**src/rtl/crtc_pkg.sv**
```systemverilog
package crtc_pkg;
  localparam int unsigned CRTC_DW   = 8;
  localparam int unsigned CRTC_NREG = 25;

  localparam int unsigned IX_VTOT      = 'h06;
  localparam int unsigned IX_OVF       = 'h07;
  localparam int unsigned IX_MSL       = 'h09;
  localparam int unsigned IX_CSHAPE_A  = 'h0A;
  localparam int unsigned IX_CSHAPE_B  = 'h0B;
  localparam int unsigned IX_SADDR_HI  = 'h0C;
  localparam int unsigned IX_SADDR_LO  = 'h0D;
  localparam int unsigned IX_CADDR_HI  = 'h0E;
  localparam int unsigned IX_CADDR_LO  = 'h0F;
  localparam int unsigned IX_VRS       = 'h10;
  localparam int unsigned IX_VCTL      = 'h11;
  localparam int unsigned IX_VDE       = 'h12;
  localparam int unsigned IX_VBS       = 'h15;
  localparam int unsigned IX_LCMP      = 'h18;
  localparam int unsigned IX_PROT_LAST = 'h07;

  localparam int unsigned VCTL_CLR_BIT  = 4;
  localparam int unsigned VCTL_MASK_BIT = 5;
  localparam int unsigned VCTL_PROT_BIT = 7;

  typedef struct packed {
    logic [CRTC_DW+1:0] vtot;
    logic [CRTC_DW+1:0] vde;
    logic [CRTC_DW+1:0] vrs;
    logic [CRTC_DW+1:0] vbs;
    logic [CRTC_DW+1:0] lcmp;
  } crtc_vwide_t;
endpackage

```
**src/rtl/crtc_reg_store.sv**
```systemverilog
module crtc_reg_store
  import crtc_pkg::*;
#(
  parameter int unsigned NREG = CRTC_NREG,
  parameter int unsigned DW   = CRTC_DW,
  parameter int unsigned IW   = 8
) (
  input  logic               clk,
  input  logic               rst_n,
  input  logic               wr_en,
  input  logic [IW-1:0]      wr_idx,
  input  logic [DW-1:0]      wr_data,
  output logic [NREG*DW-1:0] regs_flat,
  output logic               prot_on
);
  localparam int unsigned PROT_POS = IX_VCTL*DW + VCTL_PROT_BIT;

  assign prot_on = regs_flat[PROT_POS];

  for (genvar i = 0; i < NREG; i++) begin : g_reg
    logic          hit;
    logic          en;
    logic [DW-1:0] d_r;
    logic [DW-1:0] q_r;

    assign hit = wr_en && (wr_idx == IW'(i));

    if (i == IX_OVF) begin : g_ovf
      // line-compare bit 8 escapes protection
      always_comb begin
        en  = hit;
        d_r = q_r;
        if (prot_on) d_r[4] = wr_data[4];
        else         d_r    = wr_data;
      end
    end else if (i <= IX_PROT_LAST) begin : g_prot
      always_comb begin
        en  = hit && !prot_on;
        d_r = wr_data;
      end
    end else begin : g_free
      always_comb begin
        en  = hit;
        d_r = wr_data;
      end
    end

    always_ff @(posedge clk or negedge rst_n) begin
      if (!rst_n)  q_r <= '0;
      else if (en) q_r <= d_r;
    end

    assign regs_flat[i*DW +: DW] = q_r;
  end
endmodule

```
**src/rtl/crtc_vfield_asm.sv**
```systemverilog
module crtc_vfield_asm
  import crtc_pkg::*;
#(
  parameter int unsigned DW = CRTC_DW
) (
  input  logic [DW-1:0]   r_vtot,
  input  logic [DW-1:0]   r_ovf,
  input  logic [1:0]      r_msl_hi,
  input  logic [DW-1:0]   r_vrs,
  input  logic [DW-1:0]   r_vde,
  input  logic [DW-1:0]   r_vbs,
  input  logic [DW-1:0]   r_lcmp,
  input  logic [5:0]      r_csa,
  input  logic [6:0]      r_csb,
  input  logic [DW-1:0]   r_sa_hi,
  input  logic [DW-1:0]   r_sa_lo,
  input  logic [DW-1:0]   r_ca_hi,
  input  logic [DW-1:0]   r_ca_lo,
  output crtc_vwide_t     vw,
  output logic [2*DW-1:0] disp_start,
  output logic [2*DW-1:0] cursor_addr,
  output logic [4:0]      cursor_first,
  output logic [4:0]      cursor_last,
  output logic            cursor_off,
  output logic [1:0]      cursor_skew
);
  always_comb begin
    vw.vtot = {r_ovf[5], r_ovf[0], r_vtot};
    vw.vde  = {r_ovf[6], r_ovf[1], r_vde};
    vw.vrs  = {r_ovf[7], r_ovf[2], r_vrs};
    vw.vbs  = {r_msl_hi[0], r_ovf[3], r_vbs};
    vw.lcmp = {r_msl_hi[1], r_ovf[4], r_lcmp};
  end

  assign disp_start   = {r_sa_hi, r_sa_lo};
  assign cursor_addr  = {r_ca_hi, r_ca_lo};
  assign cursor_first = r_csa[4:0];
  assign cursor_off   = r_csa[5];
  assign cursor_last  = r_csb[4:0];
  assign cursor_skew  = r_csb[6:5];
endmodule

```
**src/rtl/crtc_vrint.sv**
```systemverilog
module crtc_vrint (
  input  logic clk,
  input  logic rst_n,
  input  logic vr_in,
  input  logic clr_req,
  input  logic irq_mask,
  output logic irq
);
  logic vr_prev_q;
  logic pend_q;
  logic pend_d;
  logic pend_en;

  always_comb begin
    pend_en = clr_req || (vr_in && !vr_prev_q);
    pend_d  = !clr_req;
  end

  always_ff @(posedge clk or negedge rst_n) begin
    if (!rst_n) begin
      vr_prev_q <= 1'b0;
      pend_q    <= 1'b0;
    end else begin
      vr_prev_q <= vr_in;
      if (pend_en) pend_q <= pend_d;
    end
  end

  assign irq = pend_q && !irq_mask;
endmodule

```
**src/rtl/crtc_regbank.sv**
```systemverilog
module crtc_regbank
  import crtc_pkg::*;
#(
  parameter int unsigned NREG = CRTC_NREG
) (
  input  logic                 clk,
  input  logic                 rst_n,
  input  logic                 bus_sel,
  input  logic                 bus_we,
  input  logic [CRTC_DW-1:0]   bus_wdata,
  output logic [CRTC_DW-1:0]   bus_rdata,
  input  logic                 vretrace_in,
  output logic                 vr_irq,
  output logic [CRTC_DW+1:0]   vert_total,
  output logic [CRTC_DW+1:0]   vert_disp_end,
  output logic [CRTC_DW+1:0]   vert_rtr_start,
  output logic [CRTC_DW+1:0]   vert_blank_start,
  output logic [CRTC_DW+1:0]   line_cmp,
  output logic [2*CRTC_DW-1:0] disp_start,
  output logic [2*CRTC_DW-1:0] cursor_addr,
  output logic [4:0]           cursor_first,
  output logic [4:0]           cursor_last,
  output logic                 cursor_off,
  output logic [1:0]           cursor_skew
);
  localparam int unsigned DW = CRTC_DW;
  localparam int unsigned IW = CRTC_DW;

  logic [1:0]         rst_sync_q;
  logic               rst_sync_n;
  logic [IW-1:0]      idx_q;
  logic [IW-1:0]      idx_d;
  logic               idx_en;
  logic [NREG*DW-1:0] regs_flat;
  logic               prot_on;
  logic               irq_dis;
  logic               vctl_clr;
  logic [DW-1:0]      rd_reg;
  crtc_vwide_t        vw;

  always_ff @(posedge clk or negedge rst_n) begin
    if (!rst_n) rst_sync_q <= 2'b00;
    else        rst_sync_q <= {rst_sync_q[0], 1'b1};
  end
  assign rst_sync_n = rst_sync_q[1];

  always_comb begin
    idx_en = bus_we && !bus_sel;
    idx_d  = bus_wdata;
  end

  always_ff @(posedge clk or negedge rst_sync_n) begin
    if (!rst_sync_n)  idx_q <= '0;
    else if (idx_en) idx_q <= idx_d;
  end

  crtc_reg_store #(.NREG(NREG), .DW(DW), .IW(IW)) u_store (
    .clk      (clk),
    .rst_n    (rst_sync_n),
    .wr_en    (bus_we && bus_sel),
    .wr_idx   (idx_q),
    .wr_data  (bus_wdata),
    .regs_flat(regs_flat),
    .prot_on  (prot_on)
  );

  always_comb begin
    rd_reg = '0;
    for (int i = 0; i < NREG; i++)
      if (idx_q == IW'(i)) rd_reg = regs_flat[i*DW +: DW];
  end
  assign bus_rdata = bus_sel ? rd_reg : idx_q;

  assign irq_dis  = regs_flat[IX_VCTL*DW + VCTL_MASK_BIT];
  assign vctl_clr = bus_we && bus_sel && (idx_q == IW'(IX_VCTL)) && !bus_wdata[VCTL_CLR_BIT];

  crtc_vrint u_vrint (
    .clk     (clk),
    .rst_n   (rst_sync_n),
    .vr_in   (vretrace_in),
    .clr_req (vctl_clr),
    .irq_mask(irq_dis),
    .irq     (vr_irq)
  );

  crtc_vfield_asm #(.DW(DW)) u_asm (
    .r_vtot      (regs_flat[IX_VTOT*DW +: DW]),
    .r_ovf       (regs_flat[IX_OVF*DW +: DW]),
    .r_msl_hi    (regs_flat[IX_MSL*DW+5 +: 2]),
    .r_vrs       (regs_flat[IX_VRS*DW +: DW]),
    .r_vde       (regs_flat[IX_VDE*DW +: DW]),
    .r_vbs       (regs_flat[IX_VBS*DW +: DW]),
    .r_lcmp      (regs_flat[IX_LCMP*DW +: DW]),
    .r_csa       (regs_flat[IX_CSHAPE_A*DW +: 6]),
    .r_csb       (regs_flat[IX_CSHAPE_B*DW +: 7]),
    .r_sa_hi     (regs_flat[IX_SADDR_HI*DW +: DW]),
    .r_sa_lo     (regs_flat[IX_SADDR_LO*DW +: DW]),
    .r_ca_hi     (regs_flat[IX_CADDR_HI*DW +: DW]),
    .r_ca_lo     (regs_flat[IX_CADDR_LO*DW +: DW]),
    .vw          (vw),
    .disp_start  (disp_start),
    .cursor_addr (cursor_addr),
    .cursor_first(cursor_first),
    .cursor_last (cursor_last),
    .cursor_off  (cursor_off),
    .cursor_skew (cursor_skew)
  );

  assign vert_total       = vw.vtot;
  assign vert_disp_end    = vw.vde;
  assign vert_rtr_start   = vw.vrs;
  assign vert_blank_start = vw.vbs;
  assign line_cmp         = vw.lcmp;
endmodule

```
**config.mk**
```make
export PLATFORM = sky130hd
export DESIGN_NAME = crtc_regbank
export DESIGN_NICKNAME = d
export VERILOG_FILES = /design/src/rtl/crtc_pkg.sv /design/src/rtl/crtc_reg_store.sv /design/src/rtl/crtc_vfield_asm.sv /design/src/rtl/crtc_vrint.sv /design/src/rtl/crtc_regbank.sv
export SDC_FILE = /design/constraint.sdc
export NUM_CORES = 1
export LEC_CHECK = 0
export ABC_CLOCK_PERIOD_IN_PS = 15500
export BUFFER_PORTS_ARGS = -buffer_cell sky130_fd_sc_hd__clkbuf_2
export CAP_MARGIN = 0
export CORE_MARGIN = 8
export CORE_UTILIZATION = 25
export CTS_CLUSTER_DIAMETER = 100
export CTS_CLUSTER_SIZE = 20
export DETAILED_ROUTE_END_ITERATION = 8
export PLACE_DENSITY = 0.45
export SLEW_MARGIN = 15
export SYNTH_ARGS = -nofsm -noshare
export SYNTH_HDL_FRONTEND = slang
export SYNTH_SLANG_ARGS = --single-unit
```
**constraint.sdc**
```tcl
create_clock -name clk -period 15.5 [get_ports clk]
set_input_delay 0.775 -clock clk [delete_from_list [all_inputs] [get_ports clk]]
set_output_delay 0.775 -clock clk [all_outputs]
set_load 0.005 [all_outputs]
```
==> reports/metrics.csv, run 1 <==
stage,metric,value,unit
critical_path,crit_cells,8,
cells_and_area,final_common_cell,mux2_2,
clocking,cts_tree,yes,
drt,avgRoutedWirePerCell,26.3,um
die,start_util,25.1,%
outcome,outcome,finished clean,
cells_and_area,drive_gt1_share,40.5,%
clocking,cts_root_buf,clkbuf_16,
sta,setup_tns,0,ns
synthesis,synth_compound_area_share,10.2,%
sta,slew_viol_final,0,
die,fp.dieH,229,um
critical_path,slowest_delay,0.77,ns
place,gp_congestion,0.939,
clocking,clk_path_buf_depth,3,
critical_path,path_class,reg2out,
sta,period_share,32.6,%
die,die_w,229,um
synthesis,syn_nets,993,
synthesis,ys_seq_area_share,47.0,%
grt,grt_antenna_before_repair,1,
cells_and_area,regArea,0.00531,mm^2
clocking,clock_sinks,212,
grt,grt_overflow,0,
drt,route.detailed.drc,0,
cells_and_area,fin_nets,971,
critical_path,cp_max_fo,46,
clocking,htreeDepth,1,
grt,grt_pass1_vias,8264,
synthesis,ys_async_sr_fraction,100,%
sta,hold_viol_final,0,
cells_and_area,multi_input_area,0.00494,mm^2
pwr,ir_worst_vdd,56.1,uV
critical_path,slowest_stage,or4_1,
drt,viasPerCell,5.12,
cells_and_area,diodes,0,
critical_path,worst-r2r-setup-slack,11.99,ns
synthesis,ys.flop_type,dfrtp_1,
critical_path,crit_arrival,4.27,ns
clocking,cts_hold_buffers,0,
critical_path,reg2reg_to,u_store.g_reg[18].q_r[1]$_DFFE_PN0P_,
synthesis,synth.largest_area_cell,dfrtp_1,
grt,grt_max_degree,155,
critical_path,path_buf_inv,2,
cells_and_area,syn2layout_area_growth,7.09,%
synthesis,synth_adder_area_share,0,%
pwr,powerDensity,105,mW/mm^2
critical_path,worst_setup_path_start_kind,register,
synthesis,synth.area.top_cells,"dfrtp_1 47%, mux2_2 21%, buf_4 6.5%, mux2i_1 1.5%, o21ai_0 1.5%",
sta,min_period,5.05,ns
drt,drt-initial-drc-count,690,
critical_path,cp-end-kind,output port,
die,core.rowCount,78,
clocking,cts_made_buffers,14,
synthesis,synth_simple_gate_area_share,9.40,%
synthesis,synth_cells,980,
sta,fmax,0.198,GHz
sta,worst_clock_skew,0.0247,ns
clocking,post_cts_buffers,0,
grt,grt_pass1_wl,61300,um
drt,drt_wl_total,41100,um
synthesis,ys_seq_elements,212,
synthesis,synth_xor_area_share,0,%
grt,grt_util_all_layers,15.3,%
sta,worst_slack,10.45,ns
synthesis,syn_area,0.0113,mm^2
critical_path,r2r_start,idx_q[2]$_DFFE_PN0P_,
critical_path,crit_chain,buf_4 -> or4_1 -> nor2_2 -> a2bb2oi_1 -> a22oi_1 -> o21ai_0 -> a211oi_1 -> clkbuf_2,
die,die_area,0.0522,mm^2
die,core_region_area,0.0450,mm^2
die,ios,117,
drt,ant_nets,0,
hold_path,holdCritPathClass,in2async,
critical_path,reg2reg_depth,5,
synthesis,synth_top_area_share,47.0,%
drt,dr.pass1.iters,5,
synthesis,synth.distinct_cells,76,
job,max_cap_violations,0,
place,hpwl,28800,um
sta,setup_viol,0,
clocking,cts_resized,0,
cells_and_area,layout_common_cells,"213 x mux2_2, 209 x dfrtp_1, 116 x clkbuf_2",
place,dp_slack,11.07,ns
cells_and_area,n_fill_cell,4718,
pwr,leakagePower,5.56,nW
synthesis,synth_mux_area_share,24.0,%
drt,vias,7981,
sta,worst_pin_slew,1.01,ns
sta,slew_headroom,32.2,%
place,port_buffers,116,
clocking,clkLatencyLatePin,0.50,ns
synthesis,avgSynthCellArea,11.5,um^2
synthesis,synth_warnings,0,
sta,rsz0062_at_grt,no,
synthesis,synth_edf_count,0,
critical_path,required,14.73,ns
critical_path,cp_top_family,simple AND/OR/NAND/NOR gates,
synthesis,synth_top_family_by_area,multiplexers,
clocking,clk_pin_slew,0.09,ns
## how the worst max path moves through the flow
stage / endpoint / startpoint / slack, ns
finish: bus_rdata[6] / idx_q[2]$_DFFE_PN0P_ / 10.45
global route: bus_rdata[6] / idx_q[2]$_DFFE_PN0P_ / 10.33
CTS: bus_rdata[6] / idx_q[2]$_DFFE_PN0P_ / 10.54
detailed placement: bus_rdata[6] / idx_q[2]$_DFFE_PN0P_ / 11.07
global placement: bus_rdata[6] / idx_q[2]$_DFFE_PN0P_ / 10.99
floorplan: idx_q[0]$_DFFE_PN0P_ / rst_sync_q[1]$_DFF_PN0_ / 9.15
## synth_stat cells, drive strengths merged, types with 2 or more instances
master / count
or4b: 2
mux2i: 17
or4: 3
a21o: 3
mux2: 216
nor4: 7
a2111oi: 3
nor2: 39
and3: 5
o31a: 2
nor3b: 3
o31ai: 2
a22o: 3
and4: 3
a311oi: 5
a21oi: 28
a22oi: 8
o211ai: 7
nand4: 5
o32a: 2
nand2: 50
a221oi: 6
nor2b: 13
o221ai: 6
or2: 4
a32oi: 5
o21ai: 36
clkbuf: 37
o2111ai: 2
a2bb2oi: 5
a32o: 3
nor4bb: 2
mux4: 5
buf: 126
a211oi: 4
dfrtp: 212
a31oi: 12
nor3: 25
o21a: 5
inv: 9
nand3: 17
nand2b: 5
o22ai: 9
## power by group
group	switching [mW]	internal, mW
combinational	0.137	0.0940
sequential	0.0623	0.603
clock	0.194	0.176
total	0.394	0.873
## stage by stage
step / util (%) / hold slack [ns] / power [mW] / std cells / cell area [um^2]
floorplan: - / 0.331 / 0.824 / 980 / 11300
global placement: 26.0 / 0.331 / 0.907 / 1542 / 11700
detailed placement: 26.0 / 0.336 / 0.909 / 1542 / 11700
CTS: 26.9 / 0.0557 / 1.28 / 1560 / 12100
global route: 26.9 / 0.0567 / 1.32 / 1560 / 12100
finish: 26.9 / 0.0659 / 1.27 / 1560 / 12100
## flip-flops by register name (all words and copies together) (netlist names)
name,count
u_store.g.q_r,200
idx_q,8
rst_sync_q,2
u_vrint.pend_q,1
u_vrint.vr_prev_q,1
## layout make-up
class / instances / share of cell area (%)
multi-input cells: 595 / 40.8
inverters: 10 / 0.310
repair buffers: 125 / 5.46
flip-flops and latches: 212 / 44.0
clock inverters: 1 / 0.0724
clock buffers: 17 / 3.17
well taps: 600 / 6.21
## per-layer routing
layer | routed length [um] | global-route usage, % | up-vias
li1 | - | - | 3426
met1 | 17600 | 19.9 | 4249
met2 | 20400 | 26.6 | 271
met3 | 2330 | 2.74 | 35
met4 | 690 | 2.85 | 0
met5 | 0 | 0 | -
## cells by family after synthesis
family / count (synthesis)
multiplexers: 238
buffers and inverters: 173
AND/OR/NAND/NOR: 189
other: 1
AO/OA/AOI/OAI: 167
flip-flops: 212
Power figures use the tool's default switching activity.
==> inputs of run 2 (changes only) <==
--- a/config.mk
+++ b/config.mk
@@ -5,7 +5,8 @@
 export SDC_FILE = /design/constraint.sdc
 export NUM_CORES = 1
 export LEC_CHECK = 0
-export ABC_CLOCK_PERIOD_IN_PS = 15500
+export ABC_AREA = 1
+export ABC_CLOCK_PERIOD_IN_PS = 4400
 export BUFFER_PORTS_ARGS = -buffer_cell sky130_fd_sc_hd__clkbuf_2
 export CAP_MARGIN = 0
 export CORE_MARGIN = 8
@@ -13,7 +14,7 @@
 export CTS_CLUSTER_DIAMETER = 100
 export CTS_CLUSTER_SIZE = 20
 export DETAILED_ROUTE_END_ITERATION = 8
-export PLACE_DENSITY = 0.45
+export PLACE_DENSITY = 0.47
 export SLEW_MARGIN = 15
 export SYNTH_ARGS = -nofsm -noshare
 export SYNTH_HDL_FRONTEND = slang
==> constraint.sdc (replaced) <==
create_clock -name clk -period 4.4 [get_ports clk]
set_input_delay 0.22 -clock clk [delete_from_list [all_inputs] [get_ports clk]]
set_output_delay 0.22 -clock clk [all_outputs]
set_load 0.005 [all_outputs]
==> reports/metrics.csv, run 2 <==
stage,metric,value,unit
outcome,outcome,finished clean,
clocking,cts_tree,yes,
cells_and_area,top_register,u_store.g.q_r,
cells_and_area,syn2layout_area_growth,8.51,%
sta,fmax,0.267,GHz
grt,grt_pass1_vias,8118,
clocking,cts_made_buffers,15,
clocking,htreeDepth,1,
cells_and_area,n_fill_cell,4523,
synthesis,synthTopCellsByCount,"456 x nand2_1, 217 x o21ai_0, 212 x dfrtp_1, 94 x buf_4, 87 x inv_1",
synthesis,synth.distinct_cells,30,
place,gp_congestion,0.823,
synthesis,syn_nets,1323,
synthesis,synth_cells,1310,
die,die_area,0.0483,mm^2
grt,grt_util_all_layers,13.9,%
job,max_cap_violations,0,
critical_path,slowest_stage,nor3_4,
sta,worst_clock_skew,0.0239,ns
drt,vias,8197,
synthesis,synth_top_area_share,51.1,%
cells_and_area,final_common_cell,nand2_1,
die,start_util,25.4,%
synthesis,synth_edf_count,0,
critical_path,path_buf_inv,1,
synthesis,synth.largest_area_cell,dfrtp_1,
cells_and_area,largest_reg_flops,200,
hold_path,holdCritPathClass,in2async,
sta,min_period,3.75,ns
synthesis,avgSynthCellArea,7.92,um^2
cells_and_area,drive_gt1_share,14.4,%
die,fp.dieH,220,um
place,port_buffers,116,
sta,fin_hold_ws,0.0514,ns
die,ios,117,
critical_path,cp_top_family,simple AND/OR/NAND/NOR gates,
grt,grt_pass1_wl,51900,um
critical_path,worst_setup_path_start_kind,register,
clocking,cts_root_buf,clkbuf_16,
sta,setup_tns,0,ns
place,hpwl,23900,um
sta,period_share,85.2,%
die,core.rowCount,74,
synthesis,synth.area.top_cells,"dfrtp_1 51%, nand2_1 16%, o21ai_0 10%, buf_4 6.8%, inv_1 3.1%",
sta,setup_viol,0,
synthesis,yosysMostFrequentCell,nand2_1,
critical_path,cpMostUsedCell,nand2_1,
cells_and_area,fin_nets,1324,
grt,grt_overflow,0,
cells_and_area,largestRegisters,"u_store.g.q_r (200), idx_q (8), rst_sync_q (2)",
drt,drt-initial-drc-count,684,
clocking,clk_pin_slew,0.09,ns
synthesis,syn_area,0.0104,mm^2
pwr,ir_worst_vdd,170,uV
cells_and_area,diodes,0,
sta,hold_viol_final,0,
drt,drt_wl_total,33700,um
critical_path,crit_arrival,3.53,ns
clocking,clkLatencyLatePin,0.49,ns
drt,ant_nets,0,
grt,grt_max_degree,84,
sta,rsz0062_at_grt,no,
critical_path,crit_chain,nor2_2 -> nand2_4 -> nor3_4 -> nand2_1 -> nand2_1 -> nand4_1 -> nand2_1 -> nand4_1 -> nor2_1 -> nand3_1 -> nand2_1 -> nand3_1 -> nor2_1 -> nand3_1 -> nand2_1 -> nand2_1 -> clkbuf_2,
clocking,clock_sinks,212,
drt,viasPerCell,4.44,
drt,dr.pass1.iters,7,
drt,route.detailed.drc,0,
synthesis,ys.flop_type,dfrtp_1,
clocking,post_cts_buffers,0,
synthesis,ys_seq_area_share,51.1,%
synthesis,ys_async_sr_fraction,100,%
critical_path,cp_max_fo,17,
cells_and_area,layout_common_cells,"456 x nand2_1, 217 x o21ai_0, 211 x dfrtp_1",
sta,slew_viol_final,0,
grt,grt_antenna_before_repair,0,
clocking,clk_path_buf_depth,3,
synthesis,ys_seq_elements,212,
synthesis,synth_warnings,0,
critical_path,path_class,reg2out,
die,core_region_area,0.0409,mm^2
sta,worst_pin_slew,1.17,ns
critical_path,cp-end-kind,output port,
sta,slew_headroom,21.6,%
critical_path,required,4.18,ns
pwr,powerDensity,386,mW/mm^2
pwr,leakagePower,5.26,nW
critical_path,slowest_delay,0.55,ns
die,die_w,220,um
drt,avgRoutedWirePerCell,18.3,um
## run 2: area by class of cell
cell class              count  area [um^2]  area share (%)
clock buffers              17          403            3.58
clock inverters             2         28.8           0.255
multi-input cells         857         3800            33.8
flip-flops and latches    212         5310            47.1
inverters                  97          367            3.25
repair buffers            128          688            6.11
well taps                 532          666            5.91
## run 2: per-layer routing
layer  global-route usage [%]  wire (um)  share of wire [%]  vias to the layer above
met3                     2.39       1720                5.1                       29
li1                         -          -                  -                     4069
met4                     2.56        432                1.3                        0
met1                     19.1      15900                 47                     3914
met2                     22.7      15700                 47                      185
met5                        0          0                  0                        -
## run 2: metrics by stage
stage          area [um^2]  total power, mW  std cells  utilization (%)  setup slack, ns
5_1_grt              11300             4.59       1845             27.5            0.380
6_report             11300             4.35       1845             27.5            0.650
2_1_floorplan        10400             2.80       1310                -            0.911
3_5_place_dp         10800             3.01       1824             26.4             1.16
4_1_cts              11300             4.41       1845             27.5            0.597
3_3_place_gp         10800             3.01       1824             26.4             1.13
## run 2: cell families (layout without fill, tap and decap cells)
| kind of cell | after synthesis | after routing | synth area share [%] |
|---|---|---|---|
| other cells | 1 | 1 | 0.0361 |
| simple gates | 622 | 622 | 25.3 |
| buf+inv | 241 | 244 | 12.3 |
| flops | 212 | 212 | 51.1 |
| compound gates | 234 | 234 | 11.3 |
## run 2: path summary, 6_finish.rpt
path                                          from                              endpoint  slack (ns)  cells after the start
max                           idx_q[4]$_DFFE_PN0P_                          bus_rdata[5]        0.65                     17
min                                          rst_n               rst_sync_q[1]$_DFF_PN0_        0.05                      2
max reg2reg                   idx_q[1]$_DFFE_PN0P_  u_store.g_reg[22].q_r[6]$_DFFE_PN0P_        1.93                      6
min reg2reg                rst_sync_q[0]$_DFF_PN0_               rst_sync_q[1]$_DFF_PN0_        0.36                      0
max in group asynchronous  rst_sync_q[1]$_DFF_PN0_  u_store.g_reg[18].q_r[6]$_DFFE_PN0P_        2.93                      1
min in group clk                      bus_wdata[5]  u_store.g_reg[16].q_r[5]$_DFFE_PN0P_        0.32                      4
## run 2: timing repair
action / in CTS / in global routing
endpoints found under the hold margin: 3 / 0
resized for setup: 0 / 0
hold buffers: 2 / 0
## run 2: report_power, final
group / internal, mW / switching, mW / total (mW) / leakage, nW
sequential: 2.18 / 0.205 / 2.38 / 2.89
combinational: 0.207 / 0.374 / 0.581 / 2.16
clock: 0.665 / 0.717 / 1.38 / 0.213
total: 3.05 / 1.30 / 4.35 / 5.26
